### src/rtl/flk_pkg.sv
package flk_pkg;
  localparam int CFG_W     = 8;
  localparam int BIT_EN    = 0;
  localparam int BIT_FMODE = 1;
  localparam int BIT_RATIO = 2;
  localparam int BIT_TSEL  = 3;

  typedef struct packed {
    logic fmode;
    logic ratio;
    logic tsel_low;
  } flk_ctrl_t;
endpackage

### src/rtl/flk_ctrl_reg.sv
module flk_ctrl_reg
  import flk_pkg::*;
(
  input  logic             clk,
  input  logic             rst,
  input  logic             wr_en,
  input  logic [CFG_W-1:0] wr_data,
  output logic [CFG_W-1:0] rd_data,
  output flk_ctrl_t        ctrl_eff
);
  logic [CFG_W-1:0] ctrl_q;
  logic             master_en;

  always_ff @(posedge clk) begin
    if (rst)        ctrl_q <= '0;
    else if (wr_en) ctrl_q <= wr_data;
  end

  assign rd_data   = ctrl_q;
  assign master_en = ctrl_q[BIT_EN];

  // gated view: every mode bit is masked by the master enable
  always_comb begin
    ctrl_eff.fmode    = master_en & ctrl_q[BIT_FMODE];
    ctrl_eff.ratio    = master_en & ctrl_q[BIT_RATIO];
    ctrl_eff.tsel_low = master_en & ctrl_q[BIT_TSEL];
  end
endmodule

### src/rtl/flk_blend.sv
module flk_blend #(
  parameter int DW    = 8,
  parameter int HI_TH = 32,
  parameter int LO_TH = 8
) (
  input  logic [DW-1:0] cur,
  input  logic [DW-1:0] dly,
  input  logic          ratio,
  input  logic          tsel_low,
  output logic          exceed,
  output logic [DW-1:0] result
);
  localparam int IW = DW + 2;

  function automatic logic [DW-1:0] abs_diff(input logic [DW-1:0] a, input logic [DW-1:0] b);
    return (a > b) ? (a - b) : (b - a);
  endfunction

  function automatic logic [DW-1:0] mix_half(input logic [DW-1:0] a, input logic [DW-1:0] b);
    logic [IW-1:0] s;
    s = IW'(a) + IW'(b) + IW'(1);
    return s[DW:1];
  endfunction

  function automatic logic [DW-1:0] mix_3q(input logic [DW-1:0] a, input logic [DW-1:0] b);
    logic [IW-1:0] s;
    s = (IW'(a) << 1) + IW'(a) + IW'(b) + IW'(2);
    return s[IW-1:2];
  endfunction

  logic [DW-1:0] diff;
  logic [DW:0]   thr;
  logic [DW-1:0] mixed;

  assign diff   = abs_diff(cur, dly);
  assign thr    = tsel_low ? (DW+1)'(LO_TH) : (DW+1)'(HI_TH);
  assign exceed = {1'b0, diff} > thr;
  assign mixed  = ratio ? mix_3q(cur, dly) : mix_half(cur, dly);
  assign result = exceed ? mixed : cur;
endmodule

### src/rtl/flk_out_stage.sv
module flk_out_stage #(
  parameter int DW = 8
) (
  input  logic          clk,
  input  logic          rst,
  input  logic          valid_i,
  input  logic          key_i,
  input  logic          fmode,
  input  logic [DW-1:0] cvbs,
  input  logic [DW-1:0] pd,
  input  logic [DW-1:0] filtered,
  output logic          valid_o,
  output logic          key_o,
  output logic [DW-1:0] luma_o
);
  logic [DW-1:0] sel;

  always_comb begin
    if (key_i)      sel = cvbs;
    else if (fmode) sel = filtered;
    else            sel = pd;
  end

  always_ff @(posedge clk) begin
    if (rst) begin
      valid_o <= 1'b0;
      key_o   <= 1'b0;
      luma_o  <= '0;
    end else begin
      valid_o <= valid_i;
      key_o   <= key_i;
      luma_o  <= sel;
    end
  end
endmodule

### src/rtl/luma_flicker_filter.sv
module luma_flicker_filter
  import flk_pkg::*;
#(
  parameter int DW    = 8,
  parameter int HI_TH = 32,
  parameter int LO_TH = 8
) (
  input  logic             clk,
  input  logic             rst,
  input  logic             cfg_we,
  input  logic [CFG_W-1:0] cfg_wdata,
  output logic [CFG_W-1:0] cfg_rdata,
  input  logic             in_valid,
  input  logic             in_key,
  input  logic [DW-1:0]    in_cvbs,
  input  logic [DW-1:0]    in_pd,
  output logic             out_valid,
  output logic             out_key,
  output logic [DW-1:0]    out_luma
);
  flk_ctrl_t     ctrl;
  logic          exceed;
  logic [DW-1:0] filtered;
  logic          filt_mode_eff;
  logic          blend_fire;

  flk_ctrl_reg u_ctrl (
    .clk      (clk),
    .rst      (rst),
    .wr_en    (cfg_we),
    .wr_data  (cfg_wdata),
    .rd_data  (cfg_rdata),
    .ctrl_eff (ctrl)
  );

  flk_blend #(.DW(DW), .HI_TH(HI_TH), .LO_TH(LO_TH)) u_blend (
    .cur      (in_pd),
    .dly      (in_cvbs),
    .ratio    (ctrl.ratio),
    .tsel_low (ctrl.tsel_low),
    .exceed   (exceed),
    .result   (filtered)
  );

  // named events for the checker
  assign filt_mode_eff = ctrl.fmode;
  assign blend_fire    = ctrl.fmode & ~in_key & exceed;

  flk_out_stage #(.DW(DW)) u_out (
    .clk      (clk),
    .rst      (rst),
    .valid_i  (in_valid),
    .key_i    (in_key),
    .fmode    (ctrl.fmode),
    .cvbs     (in_cvbs),
    .pd       (in_pd),
    .filtered (filtered),
    .valid_o  (out_valid),
    .key_o    (out_key),
    .luma_o   (out_luma)
  );
endmodule

### config.mk
export PLATFORM = sky130hd
export DESIGN_NAME = luma_flicker_filter
export DESIGN_NICKNAME = d
export VERILOG_FILES = /design/src/rtl/flk_pkg.sv /design/src/rtl/flk_ctrl_reg.sv /design/src/rtl/flk_blend.sv /design/src/rtl/flk_out_stage.sv /design/src/rtl/luma_flicker_filter.sv
export SDC_FILE = /design/constraint.sdc
export NUM_CORES = 1
export LEC_CHECK = 0
export ABC_AREA = 1
export BUFFER_PORTS_ARGS = -buffer_cell sky130_fd_sc_hd__buf_2
export CELL_PAD_IN_SITES_DETAIL_PLACEMENT = 0
export CELL_PAD_IN_SITES_GLOBAL_PLACEMENT = 2
export CORE_AREA = 2 2 96 98
export CTS_CLUSTER_SIZE = 20
export DETAILED_ROUTE_END_ITERATION = 8
export DIE_AREA = 0 0 98 100
export PLACE_DENSITY = 0.84
export SKIP_LAST_GASP = 1
export SLEW_MARGIN = 20
export SYNTH_ARGS = -nofsm -noshare
export SYNTH_HDL_FRONTEND = slang
export SYNTH_SLANG_ARGS = --single-unit
### constraint.sdc
create_clock -name clk -period 3.47 [get_ports clk]
set_input_delay 0.1735 -clock clk [delete_from_list [all_inputs] [get_ports clk]]
set_output_delay 0.1735 -clock clk [all_outputs]
set_load 0.05 [all_outputs]
# Yosys cells after proc, flatten, opt, wreduce, memory -nomap -nowiden

Index checks and enable logic that the tools add are counted.

Register bits after elaboration: 18
Output and inout bits: 18

Add/subtract/negate cells: 7
Magnitude comparators: 2
Multiplexer cells: 6
Bitwise operators: 3

Operators with widths:

| cell                  | number |
|---|---|
| $mux 8                | 5 |
| $sub 8x8->8           | 2 |
| $add 10x2->10 const B | 1 |
| $add 10x8->10         | 1 |
| $add 9x8->10          | 1 |
| $add 8x8->9           | 1 |
| $add 9x1->9 const B   | 1 |
| $gt 8x9->1            | 1 |
| $gt 8x8->1            | 1 |
| $mux 6                | 1 |
| $and 1x1->1           | 3 |

# Logic depth before layout (Yosys ltp)

Word-level depth: 7
Depth in mapped cells: 26

# By module

A second synthesis with hierarchy kept.

Cell total of the unflattened synthesis: 446
Area total of the unflattened synthesis: 2782.7 sq um

By module, submodules not included:

| module        | instances | cells an instance | area each (sq um) |
|---|---|---|---|
| flk_blend     | 1         | 315               | 1946.9 |
| flk_out_stage | 1         | 74                | 471.7 |
| flk_ctrl_reg  | 1         | 57                | 364.1 |

# Least setup slack after synthesis

Ideal clock, no wire load.

Kind: input -> register
From: input in_pd[0]
To: register u_out.luma_o[5]
Library setup time: 117 ps
Arrival: 2811 ps
Required time: 3353 ps
Slack: 542 ps
Cell stages on the path: 24
Cells stage by stage: inv_1 ha_1 fa_1 inv_1 nand3_1 nand2_1 nand2_1 nand2_4 nand2_4 o21ai_0 o22ai_1 xor2_1 inv_1 ha_1 inv_1 nand2_1 nand3_1 nor2_2 nand3_2 buf_6 nand3_1 nand2_1 nor2_1 nor2_1

Cells in the longest elaborated chain, start to end: 7
Elaborated cells between the ends (all ways): 14
Those cells by class: 7 x add/sub; 2 x order compare; 5 x mux

RTL lines:

| element              | RTL line                  | text |
|---|---|---|
| from (decl)          | luma_flicker_filter.sv:16 | `input logic [DW-1:0] in_pd,` |
| $add 9x8->10         | flk_blend.sv:27           | `s = (IW'(a) << 1) + IW'(a) + IW'(b) + IW'(2);` |
| $add 10x8->10        | flk_blend.sv:27           |  |
| $add 10x2->10        | flk_blend.sv:27           |  |
| $mux 8               | flk_blend.sv:38           | `assign mixed = ratio ? mix_3q(cur, dly) : mix_half(cur, dly);` |
| $mux 8 (*)           | flk_blend.sv:39           | `assign result = exceed ? mixed : cur;` |
| $mux 8 (*)           | flk_out_stage.sv:20       | `else if (fmode) sel = filtered;` |
| $mux 8 (*)           | flk_out_stage.sv:19       | `if (key_i) sel = cvbs;` |
| to (signal assigned) | flk_out_stage.sv:32       | `luma_o <= sel;` |
| to (decl)            | flk_out_stage.sv:14       | `output logic [DW-1:0] luma_o` |

Every way passes the cells marked *; elsewhere a longest branch is shown, timed or not.
A chain may end at the register's enable or synchronous reset.

# Worst setup path in the final report

From: input in_pd[0]
To: register u_out.luma_o[2]

The elaborated chain is that of the path after synthesis.

==> impl_metrics.toml <==
[cts]
cts.sinks = 18
cts_buffers = 3
tritoncts = "yes"
cts_resized = 0
postCtsHoldBufs = 0
clockBufferDepth = 2
htree_levels = 1
clk_pin_slew_ns = 0.08
clk_root_buffer_cell = "clkbuf_8"
post_cts_buffers = 0
clk_latency_ns = 0.26

[worst_setup_path]
crit_path_end_kind = "register"
critPathMaxFanout = 12
start_kind = "input port"
crit_required_ns = 3.63
worstPathArrival_ns = 3.31
setup.worst_path.class = "input port to register"

[drt]
detail-route-antenna-nets = 0
top_layer_used = "met4"
wirelength_mm = 7.51
initialDrtViolationCount = 91
drc = 0
vias = 2556
wire_per_inst_um = 13.3
wl_met3_um = 182
wl_met2_mm = 3.63
wl_met1_mm = 3.64
first_pass_iters = 4
via_per_inst = 4.52

[global_route]
antenna_found_initial = 0
grtUsageTotal = 0.152
grt_pass1_vias = 2454
grt_pass1_wl_mm = 12.3
grt_overflow = 0
grt_max_degree = 14

[cells_and_area]
syn2layout_area_growth_pct = 16.9
fillers = 1047
post-route-util = 0.334
drive_gt1_frac = 0.163
antennaDiodeCount = 0
nets = 528

[yosys]
synthDistinctLibCells = 34
yosysMostFrequentCell = "nand2_1"
ys.flop_type = "dfxtp_1"
syn_area_sq_um = 2540
synth_top_cells_by_area = "ha_1 (17%), nand2_1 (16%), dfxtp_1 (14%), inv_1 (9.9%), fa_1 (7.1%)"
synth_edf_count = 0
synth_fp_nets = 477
synth_top_area_frac = 0.172
avgSynthCellArea_sq_um = 6.29
syn-instance-count = 404
synthArstFlopShare = 0
ys_ff_latch = 18
ys_warn_count = 0
ys_seq_area_frac = 0.142
synth_common_cells = "nand2_1 (107), inv_1 (67), nor2_1 (41), ha_1 (35), nand3_1 (33)"
yosys.area.top_type = "ha_1"

[pwr]
total_power_uw = 934
powerDensity_nw_per_um2 = 314
max-vdd-ir-drop_v = 0.000126
leakagePower_uw = 0.00167

[floorplan]
io_pins = 47
die_area_sq_um = 9800
die_w_um = 98
rows = 35
fp.dieH_um = 100
start_util = 0.286
coreArea_sq_um = 8890

[timing]
fin_setup_tns_ns = 0
fin_worst_skew_ns = 0.00527
rsz0062_at_grt = "false"
max_slew_margin = 0.663
max_freq_mhz = 317
setup_viol = 0
slew_viol_final = 0
hold_viol_final = 0
tightest_slew_ns = 0.504
period_minus_slack_ns = 3.15
fin_crit_sh = 0.908

[run_status]
run_status = "completed"

[placed_design]
io_buffer_count = 46
routabilityCongestion = 0.843
dp_hpwl_mm = 6.46

[run]
cap_violations = 0

[hold_path]
hp-class = "input port to register"
## report_power, final
| group | internal (uW) | leakage (uW) | switching, uW |
|---|---|---|---|
| registers | 221 | 0.000150 | 6.39 |
| logic | 181 | 0.00150 | 342 |
| clock network | 101 | 0.0000288 | 81.7 |
## final timing paths
kind,endpoint,cells after the start,slack [ns],startpoint
worst min-delay path,u_out.valid_o,3,0.12,in_valid
worst max register to register,u_out.luma_o[2],15,1.63,u_ctrl.rd_data[0]
worst max-delay path,u_out.luma_o[2],25,0.32,in_pd[0]
worst min register to register,u_ctrl.rd_data[6],2,0.49,u_ctrl.rd_data[6]
## worst max-delay path: stages
cell     delay (ns)
buf_2          0.12
inv_1          0.07
ha_1           0.21
fa_1           0.41
inv_1          0.09
nand3_1        0.06
nand2_1        0.08
nand2_1        0.08
nand2_4        0.09
nand2_4        0.08
o21ai_0        0.27
o22ai_1        0.14
xor2_1         0.14
inv_1          0.06
ha_1           0.29
inv_1          0.05
nand2_1        0.05
nand3_1        0.09
nor2_2         0.14
nand3_2        0.09
buf_4          0.20
nand3_1        0.08
nand2_1        0.06
nor2_1         0.11
nor2_1         0.04
## layout by cell type, fill, tap and decap left out, drive strengths merged
cell    count
nand2     111
inv        68
buf        54
nor2       43
ha         35
nand3      35
a21oi      30
o21ai      23
dfxtp      18
fa          9
nand4       4
clkbuf      4
xor2        3
xnor2       3
nand3b      3
o22ai       2
o21bai      2
a21o        1
a211oi      1
clkinv      1
a31oi       1
a211o       1
or2         1
a31o        1
## per-stage QoR
stage | worst slack, ns | hold WS, ns | cell area, sq um | std cells
global route | 0.0413 | 0.119 | 2970 | 565
global placement | 0.101 | 0.378 | 2920 | 561
floorplan | 0.542 | 0.245 | 2540 | 404
finish | 0.319 | 0.118 | 2970 | 565
CTS | 0.318 | 0.119 | 2970 | 565
detailed placement | 0.0519 | 0.392 | 2920 | 561
## cell type report
type                            instances  area, sq um  area share
Multi-Input combinational cell        309         1870       0.629
Sequential cell                        18          360       0.121
Timing Repair Buffer                   54          290      0.0977
Inverter                               69          259      0.0872
Tap cell                              111          139      0.0467
Clock buffer                            4         55.1      0.0185
## sequential cells by signal, indices dropped and copies added, names as in the netlist
signal	cells
u_out.luma_o	8
u_ctrl.rd_data	8
u_out.key_o	1
u_out.valid_o	1
## cell families after synthesis
kind of cell	share of synthesized area
AOI/OAI and AO/OA	0.138
xor gates and xnor gates	0.0207
adders and majority gates	0.243
buffers and inverters	0.123
DFF	0.142
and+or+nand+nor	0.333
## per-layer routing
layer	GRT usage	vias to the layer above
met3	0.00557	5
li1	-	1376
met4	0.0256	0
met1	0.209	1144
met2	0.271	31
met5	0	-
(Power assumes the default switching activity.)
